--- src/rtl/wdg_pkg.sv ---
package wdg_pkg;
  localparam int SEL_W = 2;

  typedef enum logic [SEL_W-1:0] {
    SEL_GATE    = 2'd0,
    SEL_AUTODIS = 2'd1,
    SEL_COUNT   = 2'd2,
    SEL_CAUSE   = 2'd3
  } wdg_sel_e;
endpackage

--- src/rtl/wdg_bit_reg.sv ---
module wdg_bit_reg
  import wdg_pkg::*;
#(
  parameter int       REG_W   = 32,
  parameter int       BIT     = 0,
  parameter wdg_sel_e SEL     = SEL_GATE,
  parameter logic     RST_VAL = 1'b0
) (
  input  logic             clk,
  input  logic             rst,
  input  logic             we,
  input  logic [SEL_W-1:0] sel,
  input  logic [REG_W-1:0] bmask,
  input  logic [REG_W-1:0] bval,
  output logic             q
);
  logic hit;
  assign hit = we && (sel == SEL) && bmask[BIT];

  always_ff @(posedge clk) begin
    if (rst)      q <= RST_VAL;
    else if (hit) q <= bval[BIT];
  end
endmodule

--- src/rtl/wdg_gate.sv ---
module wdg_gate #(
  parameter bit MASK_INVERT = 1'b0
) (
  input  logic clk,
  input  logic rst,
  input  logic gate_q,
  input  logic ad_q,
  input  logic wdt_req,
  input  logic cpu_in_reset,
  output logic permit,
  output logic gated,
  output logic sys_rst_req
);
  generate
    if (MASK_INVERT) begin : g_enable_pol
      assign permit = gate_q;
    end else begin : g_mask_pol
      assign permit = ~gate_q;
    end
  endgenerate

  assign gated = wdt_req & permit & ~(ad_q & cpu_in_reset);

  always_ff @(posedge clk) begin
    if (rst) sys_rst_req <= 1'b0;
    else     sys_rst_req <= gated;
  end
endmodule

--- src/rtl/wdg_cause.sv ---
module wdg_cause
  import wdg_pkg::*;
#(
  parameter int REG_W     = 32,
  parameter int CAUSE_BIT = 9
) (
  input  logic             clk,
  input  logic             rst,
  input  logic             por,
  input  logic             we,
  input  logic [SEL_W-1:0] sel,
  input  logic [REG_W-1:0] bmask,
  input  logic [REG_W-1:0] bval,
  input  logic             gated,
  output logic             cause
);
  logic clr;
  assign clr = we && !rst && (sel == SEL_CAUSE) && bmask[CAUSE_BIT] && bval[CAUSE_BIT];

  always_ff @(posedge clk) begin
    if (por)        cause <= 1'b0;
    else if (gated) cause <= 1'b1;
    else if (clr)   cause <= 1'b0;
  end
endmodule

--- src/rtl/wdg_rst_glue.sv ---
module wdg_rst_glue
  import wdg_pkg::*;
#(
  parameter int REG_W       = 32,
  parameter bit MASK_INVERT = 1'b0,
  parameter int MASK_BIT    = 20,
  parameter int AD_BIT      = 20,
  parameter int CNT_BIT     = 7,
  parameter int CAUSE_BIT   = 9
) (
  input  logic             clk,
  input  logic             rst,
  input  logic             por,
  input  logic             cfg_we,
  input  logic [SEL_W-1:0] cfg_sel,
  input  logic [REG_W-1:0] cfg_bmask,
  input  logic [REG_W-1:0] cfg_bval,
  input  logic             wdt_req,
  input  logic             cpu_in_reset,
  output logic             sys_rst_req,
  output logic             cnt_en,
  output logic             wdt_cause
);
  localparam logic GATE_SAFE = MASK_INVERT ? 1'b0 : 1'b1;

  logic any_rst;
  logic gate_q, ad_q, cnt_q;
  logic permit, gated;

  assign any_rst = rst | por;

  wdg_bit_reg #(.REG_W(REG_W), .BIT(MASK_BIT), .SEL(SEL_GATE), .RST_VAL(GATE_SAFE)) u_gate (
    .clk(clk), .rst(any_rst), .we(cfg_we), .sel(cfg_sel),
    .bmask(cfg_bmask), .bval(cfg_bval), .q(gate_q));

  wdg_bit_reg #(.REG_W(REG_W), .BIT(AD_BIT), .SEL(SEL_AUTODIS), .RST_VAL(1'b1)) u_autodis (
    .clk(clk), .rst(any_rst), .we(cfg_we), .sel(cfg_sel),
    .bmask(cfg_bmask), .bval(cfg_bval), .q(ad_q));

  wdg_bit_reg #(.REG_W(REG_W), .BIT(CNT_BIT), .SEL(SEL_COUNT), .RST_VAL(1'b0)) u_count (
    .clk(clk), .rst(any_rst), .we(cfg_we), .sel(cfg_sel),
    .bmask(cfg_bmask), .bval(cfg_bval), .q(cnt_q));

  wdg_gate #(.MASK_INVERT(MASK_INVERT)) u_gating (
    .clk(clk), .rst(any_rst), .gate_q(gate_q), .ad_q(ad_q),
    .wdt_req(wdt_req), .cpu_in_reset(cpu_in_reset),
    .permit(permit), .gated(gated), .sys_rst_req(sys_rst_req));

  wdg_cause #(.REG_W(REG_W), .CAUSE_BIT(CAUSE_BIT)) u_cause (
    .clk(clk), .rst(any_rst), .por(por), .we(cfg_we), .sel(cfg_sel),
    .bmask(cfg_bmask), .bval(cfg_bval), .gated(gated), .cause(wdt_cause));

  assign cnt_en = cnt_q;
endmodule

--- config.mk ---
export PLATFORM = sky130hd
export DESIGN_NAME = wdg_rst_glue
export DESIGN_NICKNAME = d
export VERILOG_FILES = /design/src/rtl/wdg_pkg.sv /design/src/rtl/wdg_bit_reg.sv /design/src/rtl/wdg_gate.sv /design/src/rtl/wdg_cause.sv /design/src/rtl/wdg_rst_glue.sv
export SDC_FILE = /design/constraint.sdc
export NUM_CORES = 1
export LEC_CHECK = 0
export BUFFER_PORTS_ARGS = -buffer_cell sky130_fd_sc_hd__buf_2
export CAP_MARGIN = 30
export CORE_UTILIZATION = 19
export CTS_CLUSTER_DIAMETER = 80
export CTS_CLUSTER_SIZE = 40
export DETAILED_ROUTE_END_ITERATION = 10
export MAX_ROUTING_LAYER = met4
export PLACE_DENSITY = 0.85
export SYNTH_ARGS = -nofsm -noshare
export SYNTH_HDL_FRONTEND = slang
export SYNTH_HIERARCHICAL = 1
export SYNTH_SLANG_ARGS = --single-unit
--- constraint.sdc ---
create_clock -name clk -period 2.6 [get_ports clk]
set_input_delay 0.26 -clock clk [delete_from_list [all_inputs] [get_ports clk]]
set_output_delay 0.26 -clock clk [all_outputs]
set_load 0.1 [all_outputs]
==> metrics, run 1 <==
Fill cells 131; leakage power 0.180 nW; Routed WL 598 um; drt wl/cell 10.1 um; CP startpoint kind flop; Buf/Inv on CP 1; VDD IR max 0.000218 V; core area 1170 um^2; CTS sink cnt 5; row cnt 12; RSZ-0062 raised after global routing no; crit-path max FO 2; ANT nets after route 0; vias in the first global route 221; critical path class flop to output pin; placed cell count 55; DRC violations left 0; worst min path class input port to flop; cell type of the slowest stage on the worst timing path buf_2; setup skew after layout 0.00701 ns; most common cell after layout, fill and taps aside buf_2; Pins Over Slew Limit 0; most frequent cells in the layout buf_2, nor2_1, dfxtp_1; gr usage total 9.49%; DR iter-0 viols 5; CTS buffer count 3; Pre-antenna DRT Iters 3; final net count 118; status completed; Root Buffer clkbuf_4; clk buf depth 2; critical path arrival 1.00 ns; Layout area overhead 49.5%; Fin Setup TNS 0 ns; H-tree depth 1; Crit path max-delay family buffers and inverters; first-pass GRT wire length 834 um; total die area 1470 um^2; number of port buffers 16; Relative slew margins 67.9%; ANT cells 0; Final setup viols 0; routability congestion estimate 0.720; syn_area_per_cell 10.0 um^2; worst slew pin tran 0.485 ns; Cell Count, Final, Fillers Out 59; Die X 38.3 um; Final Hold Fails 0; CP required 2.34 ns; largest net degree at the start of global routing 9; hold path depth 2; Initial Utilization 21.4%; layout cell share with drive strength beyond 1 44.4%; fmax 794 MHz; max-cap violations 0; initial antenna violation count 0; Reg clk slew, reported paths 0.05 ns; Die Y 38.3 um; PD cells 501 nW/um^2; Yosys warning total 6; I/O pin count 75; cts hold-fix bufs 0; DR vias 259; Tcrit/Tclk final 48.4%; Worst setup EP type output pin; # Post-CTS Setup Buffers 0; WP depth 1; Synth Instances 25; CTS resizes 0; drt via density 4.39; CTS tree done; Largest stage delay, worst path 0.43 ns; total global routing overflow 0; syn_nets 97; cell area after synthesis 250 um^2; number of cells on the worst reg-to-reg path 3; Post-DP HPWL 477 um; Clock Latency Late Sink 0.24 ns; fin crit period 1.26 ns; crit-path cells buf_2
-- area by class of cell --
| cell class | instances | area [um^2] | area share, % |
|---|---|---|---|
| multi-input cells | 19 | 146 | 39.1 |
| repair buffers | 16 | 80.1 | 21.4 |
| flip-flops and latches | 5 | 100 | 26.8 |
| well taps | 14 | 17.5 | 4.68 |
| inverters | 1 | 3.75 | 1.00 |
| clock buffers | 4 | 26.3 | 7.02 |
-- routing by layer --
metal  part of all wire (%)  vias to the layer above  track usage, %  wire length, um
met4                    1.3                        0            8.04                8
met2                     47                        8            12.3              281
li1                       -                      134               -                -
met3                    9.0                        2            5.81               54
met5                      0                        -               -                0
met1                     42                      115            9.96              253
-- final timing paths --
path | slack, ns | startpoint | end
worst min register to register | 0.45 | u_gate/q | u_gating/sys_rst_req
worst max register to register | 1.43 | u_autodis/q | u_cause/cause
worst min-delay path | 0.19 | por | u_cause/cause
worst max-delay path | 1.34 | u_cause/cause | wdt_cause
-- power by group --
| part | internal (mW) | leakage, nW | total, mW | switching (mW) |
|---|---|---|---|---|
| logic | 0.0111 | 0.124 | 0.0213 | 0.0102 |
| clock network | 0.0580 | 0.0150 | 0.0885 | 0.0306 |
| registers | 0.0774 | 0.0404 | 0.0777 | 0.000324 |
-- stage by stage --
| step | util (%) | power [mW] | cell area, um^2 | hold slack, ns | worst slack (ns) |
|---|---|---|---|---|---|
| 4_1_cts | 31.9 | 0.193 | 374 | 0.186 | 1.32 |
| 2_1_floorplan | - | 0.0875 | 250 | 0.332 | 1.24 |
| 6_report | 31.9 | 0.188 | 374 | 0.193 | 1.34 |
| 3_3_place_gp | 29.7 | 0.0997 | 348 | 0.440 | 1.41 |
| 5_1_grt | 31.9 | 0.200 | 374 | 0.185 | 1.29 |
| 3_5_place_dp | 29.7 | 0.100 | 348 | 0.442 | 1.40 |
-- sequential cells by signal (all words and copies together), names as in the netlist --
signal                cells
u_gating/sys_rst_req      1
u_autodis/q               1
u_cause/cause             1
u_gate/q                  1
u_count/q                 1
No activity file was read; power rests on OpenSTA's default activity.
==> inputs of run 2 (changes only) <==
Settings changed: CORE_UTILIZATION 19 to 16, PLACE_DENSITY 0.85 to 0.77.
Clock period 2.6 ns to 1.05 ns, I/O delays scaled along.
==> run 2 against run 1 <==
  * The flow now finishes with violations (setup timing)
  * Total power rose to 2.6 times the previous value
  * Sequential share of layout area is 4.6 points lower
  * Routed wire length up 32%
  * Cell area grew 25%
  * Setup slack lost 1.3 ns
  * Critical path type is now flop to flop
==> metrics, run 2 (same netlist as run 1, synthesis figures left out) <==
Pins Over Slew Limit 0 (unchanged); drt via density 4.44 (+1.1%); initial antenna violation count 0 (unchanged); CP startpoint kind flop; worst min path class input port to flop; Reg clk slew, reported paths 0.05 ns (about the same); total die area 1730 um^2 (+18%); fmax 946 MHz; I/O pin count 75 (unchanged); leakage power 0.209 nW (+16%); number of port buffers 16 (unchanged); setup skew after layout 0.00607 ns (-0.000944 ns); most common cell after layout, fill and taps aside buf_2; ANT nets after route 0 (unchanged); largest net degree at the start of global routing 9 (unchanged); worst r2r src u_autodis/q; Final setup viols 1 (+1); Routed WL 787 um (+32%); worst hold margin 0.0504 ns (-0.143 ns); ANT cells 0 (unchanged); crit-path max FO 2 (unchanged); Final Util 33.8% (+1.9 points); gr usage total 11.3% (+1.8 points); CTS sink cnt 5 (unchanged); first-pass GRT wire length 1.30 mm (+56%); Tcrit/Tclk final 101%; DRC violations left 0 (unchanged); r2r setup slk -0.007 ns (-1.44 ns); fin crit period 1.06 ns; failing checks setup timing; most frequent cells in the layout buf_2, buf_4, nor2_1; core area 1380 um^2 (+18%); Initial Utilization 18.1% (-3.3 points); hold path depth 2 (unchanged); crit-path cells a211oi_2 > and2b_1 > a311oi_2; critical path class flop to flop; CP required 1.20 ns (-1.14 ns); DR vias 284 (+9.7%); total global routing overflow 0 (unchanged); Final Hold Fails 0 (unchanged); Cell Count, Final, Fillers Out 64 (+8.5%); hold path start por; worst r2r dst u_cause/cause; Hold EP u_cause/cause; number of cells on the worst reg-to-reg path 3 (unchanged); layout cell share with drive strength beyond 1 61.2% (+17 points); Clock Latency Late Sink 0.25 ns (about the same); worst slew pin tran 0.297 ns (-0.187 ns); CTS buffer count 3 (unchanged); status complete, but fails checks; Relative slew margins 80.1% (+12 points); cts hold-fix bufs 0 (unchanged); placed cell count 60 (+9.1%); CTS tree done; setup ws final -0.00691 ns (-1.35 ns); Pre-antenna DRT Iters 4 (+1); critical path arrival 1.20 ns (+0.20 ns); Die X 41.5 um (+8.5%); Largest stage delay, worst path 0.31 ns (-0.12 ns); Worst setup EP type flop; DR iter-0 viols 5 (unchanged); H-tree depth 1 (unchanged); max-cap violations 0 (unchanged); Die Y 41.5 um (+8.5%); final net count 122 (+3.4%); vias in the first global route 312 (+41%); Root Buffer clkbuf_4; Pwr Total 0.483 mW (+160%); RSZ-0062 raised after global routing yes; Layout area overhead 87.0%; clk buf depth 2 (unchanged); PD cells 1030 nW/um^2 (+110%); routability congestion estimate 0.698 (-3.0%); drt wl/cell 12.3 um (+21%); cell type of the slowest stage on the worst timing path dfxtp_2; VDD IR max 0.000266 V (+22%); row cnt 13 (+1)
run 2: cell count changes in the layout (fill, tap and decap cells not counted), sizes merged:
cell  delta
buf      +4
run 2: through the flow:
| step | TNS, ns | area, um^2 | worst slack (ns) |
|---|---|---|---|
| after detailed placement | -0.150 | 427 | -0.150 |
| after CTS | 0 | 464 | 0.0222 |
| after floorplan | -0.0289 | 253 | -0.0289 |
| after global placement | -0.0612 | 427 | -0.0612 |
| after global routing | -0.0526 | 468 | -0.0526 |
| final | -0.00691 | 468 | -0.00691 |
run 2: power by group:
part | switching [mW] | internal [mW] | leakage [nW] | total [mW]
combinational | 0.0299 | 0.0325 | 0.153 | 0.0625
clock | 0.0839 | 0.144 | 0.0150 | 0.228
sequential | 0.000947 | 0.192 | 0.0409 | 0.193
run 2: per-layer routing:
metal  track usage [%]  part of all wire (%)  vias up
met5                 -                     0        -
met4              7.74                   1.5        0
met3              6.52                   9.5        2
met2              17.8                    49       15
met1              10.2                    40      127
li1                  -                     -      140
run 2: area by class of cell:
type | count | area (um^2)
timing repair buffer | 20 | 155
tap | 15 | 18.8
multi-input combinational | 19 | 160
inverter | 1 | 3.75
clock buffer | 4 | 26.3
fill | 149 | 915
sequential | 5 | 104
run 2: worst max path at each step:
| stage | startpoint | endpoint | slack (ns) |
|---|---|---|---|
| 2_1_floorplan | u_autodis/q | u_cause/cause | -0.03 |
| 3_3_place_gp | u_autodis/q | u_cause/cause | -0.06 |
| 3_5_place_dp | u_autodis/q | u_cause/cause | -0.15 |
| 4_1_cts | u_autodis/q | u_cause/cause | 0.02 |
| 5_1_grt | u_autodis/q | u_cause/cause | -0.05 |
| 6_report | u_autodis/q | u_cause/cause | -0.007 |
run 2: timing repair:
action                                  CTS  global route
endpoints found under the hold margin     0             0
pin swaps                                 2             0
endpoints found under the setup margin    1             1
gates resized for setup                   2             2
buffers inserted                          0             0
run 2: worst max-delay path: cells and delay by family, from the launching register on:
kind	cells	cell delay, ns
flip-flops	1	0.31
AND/OR/NAND/NOR	1	0.23
AO/OA/AOI/OAI	2	0.42
==> inputs of run 3 (changes only) <==
Settings changed: SKIP_CTS_REPAIR_TIMING set to 1.
==> run 3 against run 2 <==
  * The run still ends with setup timing left
  * Non-clock buffer count unchanged
  * Setup slack worse by 0.0076 ns
  * Fmax is 0.72% lower
  * Sequential cell count is the same
  * Critical endpoint unchanged
  * Largest cell class unchanged
  * Largest power group unchanged
  * Highest routed layer unchanged
==> metrics, run 3 (same netlist as run 1, synthesis figures left out) <==
worst slew pin tran 0.293 ns (-0.00408 ns); Final Util 33.7% (-0.18 points); DR vias 276 (-2.8%); layout cell share with drive strength beyond 1 59.2% (-2.0 points); r2r setup slk -0.01 ns (about the same); largest net degree at the start of global routing 9 (unchanged); ANT cells 0 (unchanged); drt via density 4.31 (-2.8%); Relative slew margins 80.4% (+0.27 points); Final setup viols 1 (unchanged); drt wl/cell 12.2 um (-0.89%); H-tree depth 1 (unchanged); Final Hold Fails 0 (unchanged); Initial Utilization 18.1% (unchanged); worst hold margin 0.0526 ns (+0.00228 ns); Layout area overhead 86.0%; initial antenna violation count 0 (unchanged); PD cells 1040 nW/um^2 (+0.48%); CTS sink cnt 5 (unchanged); CP startpoint kind flop; core area 1380 um^2 (unchanged); routability congestion estimate 0.698 (unchanged); switching share of power 23.7% (-0.031 points); Worst setup EP type flop; worst r2r src u_autodis/q; leakage power 0.208 nW (-0.47%); critical path arrival 1.21 ns (about the same); worst min path class input port to flop; Reg power frac 39.9% (about the same); clk buf depth 2 (unchanged); CP required 1.19 ns (about the same); hold path depth 2 (unchanged); total global routing overflow 0 (unchanged); most common cell after layout, fill and taps aside buf_2; Storage cell area 104 um^2 (unchanged); status complete, but fails checks; hold path start por; total die area 1730 um^2 (unchanged); design internal power 0.368 mW (about the same); CTS buffer count 3 (unchanged); gr usage total 10.2% (-1.1 points); Reg clk slew, reported paths 0.05 ns (about the same); number of port buffers 16 (unchanged); Clock Latency Late Sink 0.25 ns (about the same); CTS tree done; vias in the first global route 313 (+0.32%); Hold EP u_cause/cause; NetSw 0.115 mW (-0.18%); most frequent cells in the layout buf_2, nor2_1, buf_4; Die Y 41.5 um (unchanged); worst r2r dst u_cause/cause; crit-path max FO 2 (unchanged); placed cell count 60 (unchanged); number of cells on the worst reg-to-reg path 3 (unchanged); final net count 122 (unchanged); ANT nets after route 0 (unchanged); Root Buffer clkbuf_4; fmax 939 MHz (-0.72%); DR iter-0 viols 5 (unchanged); footprint of the multi-input gates 158 um^2 (-1.6%); failing checks setup timing; max-cap violations 0 (unchanged); I/O pin count 75 (unchanged); Fill cells 148 (-0.67%); Comb pwr share 12.9% (about the same); Pre-antenna DRT Iters 4 (unchanged); critical path class flop to flop; row cnt 13 (unchanged); first-pass GRT wire length 1.21 mm (-6.4%); Pins Over Slew Limit 0 (unchanged); RSZ-0062 raised after global routing yes; VDD IR max 0.000266 V (about the same); Cell Count, Final, Fillers Out 64 (unchanged); Tcrit/Tclk final 101% (+0.73 points); Clk pwr share 47.2% (about the same); DRC violations left 0 (unchanged); Routed WL 780 um (-0.89%); fin crit period 1.06 ns (+0.00765 ns); Die X 41.5 um (unchanged); setup ws final -0.0146 ns (-0.00765 ns); setup skew after layout 0.00607 ns (-0.0000000900 ns)
## run 3: layout make-up
class | instances | share of cell area (%)
clock buffer | 4 | 5.65
inverter | 1 | 0.806
multi-input combinational | 19 | 33.9
sequential | 5 | 22.3
tap | 15 | 4.03
timing repair buffer | 20 | 33.3
## run 3: how the worst max path moves through the flow
stage / startpoint / endpoint / slack (ns) / depth (start not counted)
after floorplan: u_autodis/q / u_cause/cause / -0.03 / 3
after global placement: u_autodis/q / u_cause/cause / -0.06 / 3
after detailed placement: u_autodis/q / u_cause/cause / -0.15 / 3
after CTS: u_autodis/q / u_cause/cause / -0.15 / 3
after global routing: u_autodis/q / u_cause/cause / -0.05 / 4
final: u_autodis/q / u_cause/cause / -0.01 / 3
## run 3: critical path, cell delays in order, from the launching register on
cell      delay [ns]
dfxtp_2         0.31
a211oi_2        0.20
and2b_1         0.23
a311oi_2        0.23
## run 3: metal layers
metal	global-route usage, %	vias up	wire length [um]
met4	7.74	0	12
met1	10.2	119	317
li1	-	140	-
met2	14.1	15	374
met3	6.52	2	75
met5	-	-	0
## run 3: power groups by stage
stage               Combinational, mW  Clock, mW  Sequential [mW]
floorplan                      0.0174          0            0.199
global placement               0.0574          0            0.196
detailed placement             0.0587          0            0.196
CTS                            0.0591      0.240            0.192
global route                   0.0690      0.254            0.192
finish                         0.0622      0.228            0.193
## run 3: metrics by stage
step           setup WS (ns)  power, mW  instance area [um^2]  TNS (ns)
6_report             -0.0146      0.483                   465   -0.0146
5_1_grt              -0.0540      0.515                   465   -0.0540
4_1_cts               -0.153      0.491                   453    -0.153
3_5_place_dp          -0.150      0.255                   427    -0.150
3_3_place_gp         -0.0612      0.253                   427   -0.0612
2_1_floorplan        -0.0289      0.217                   253   -0.0289
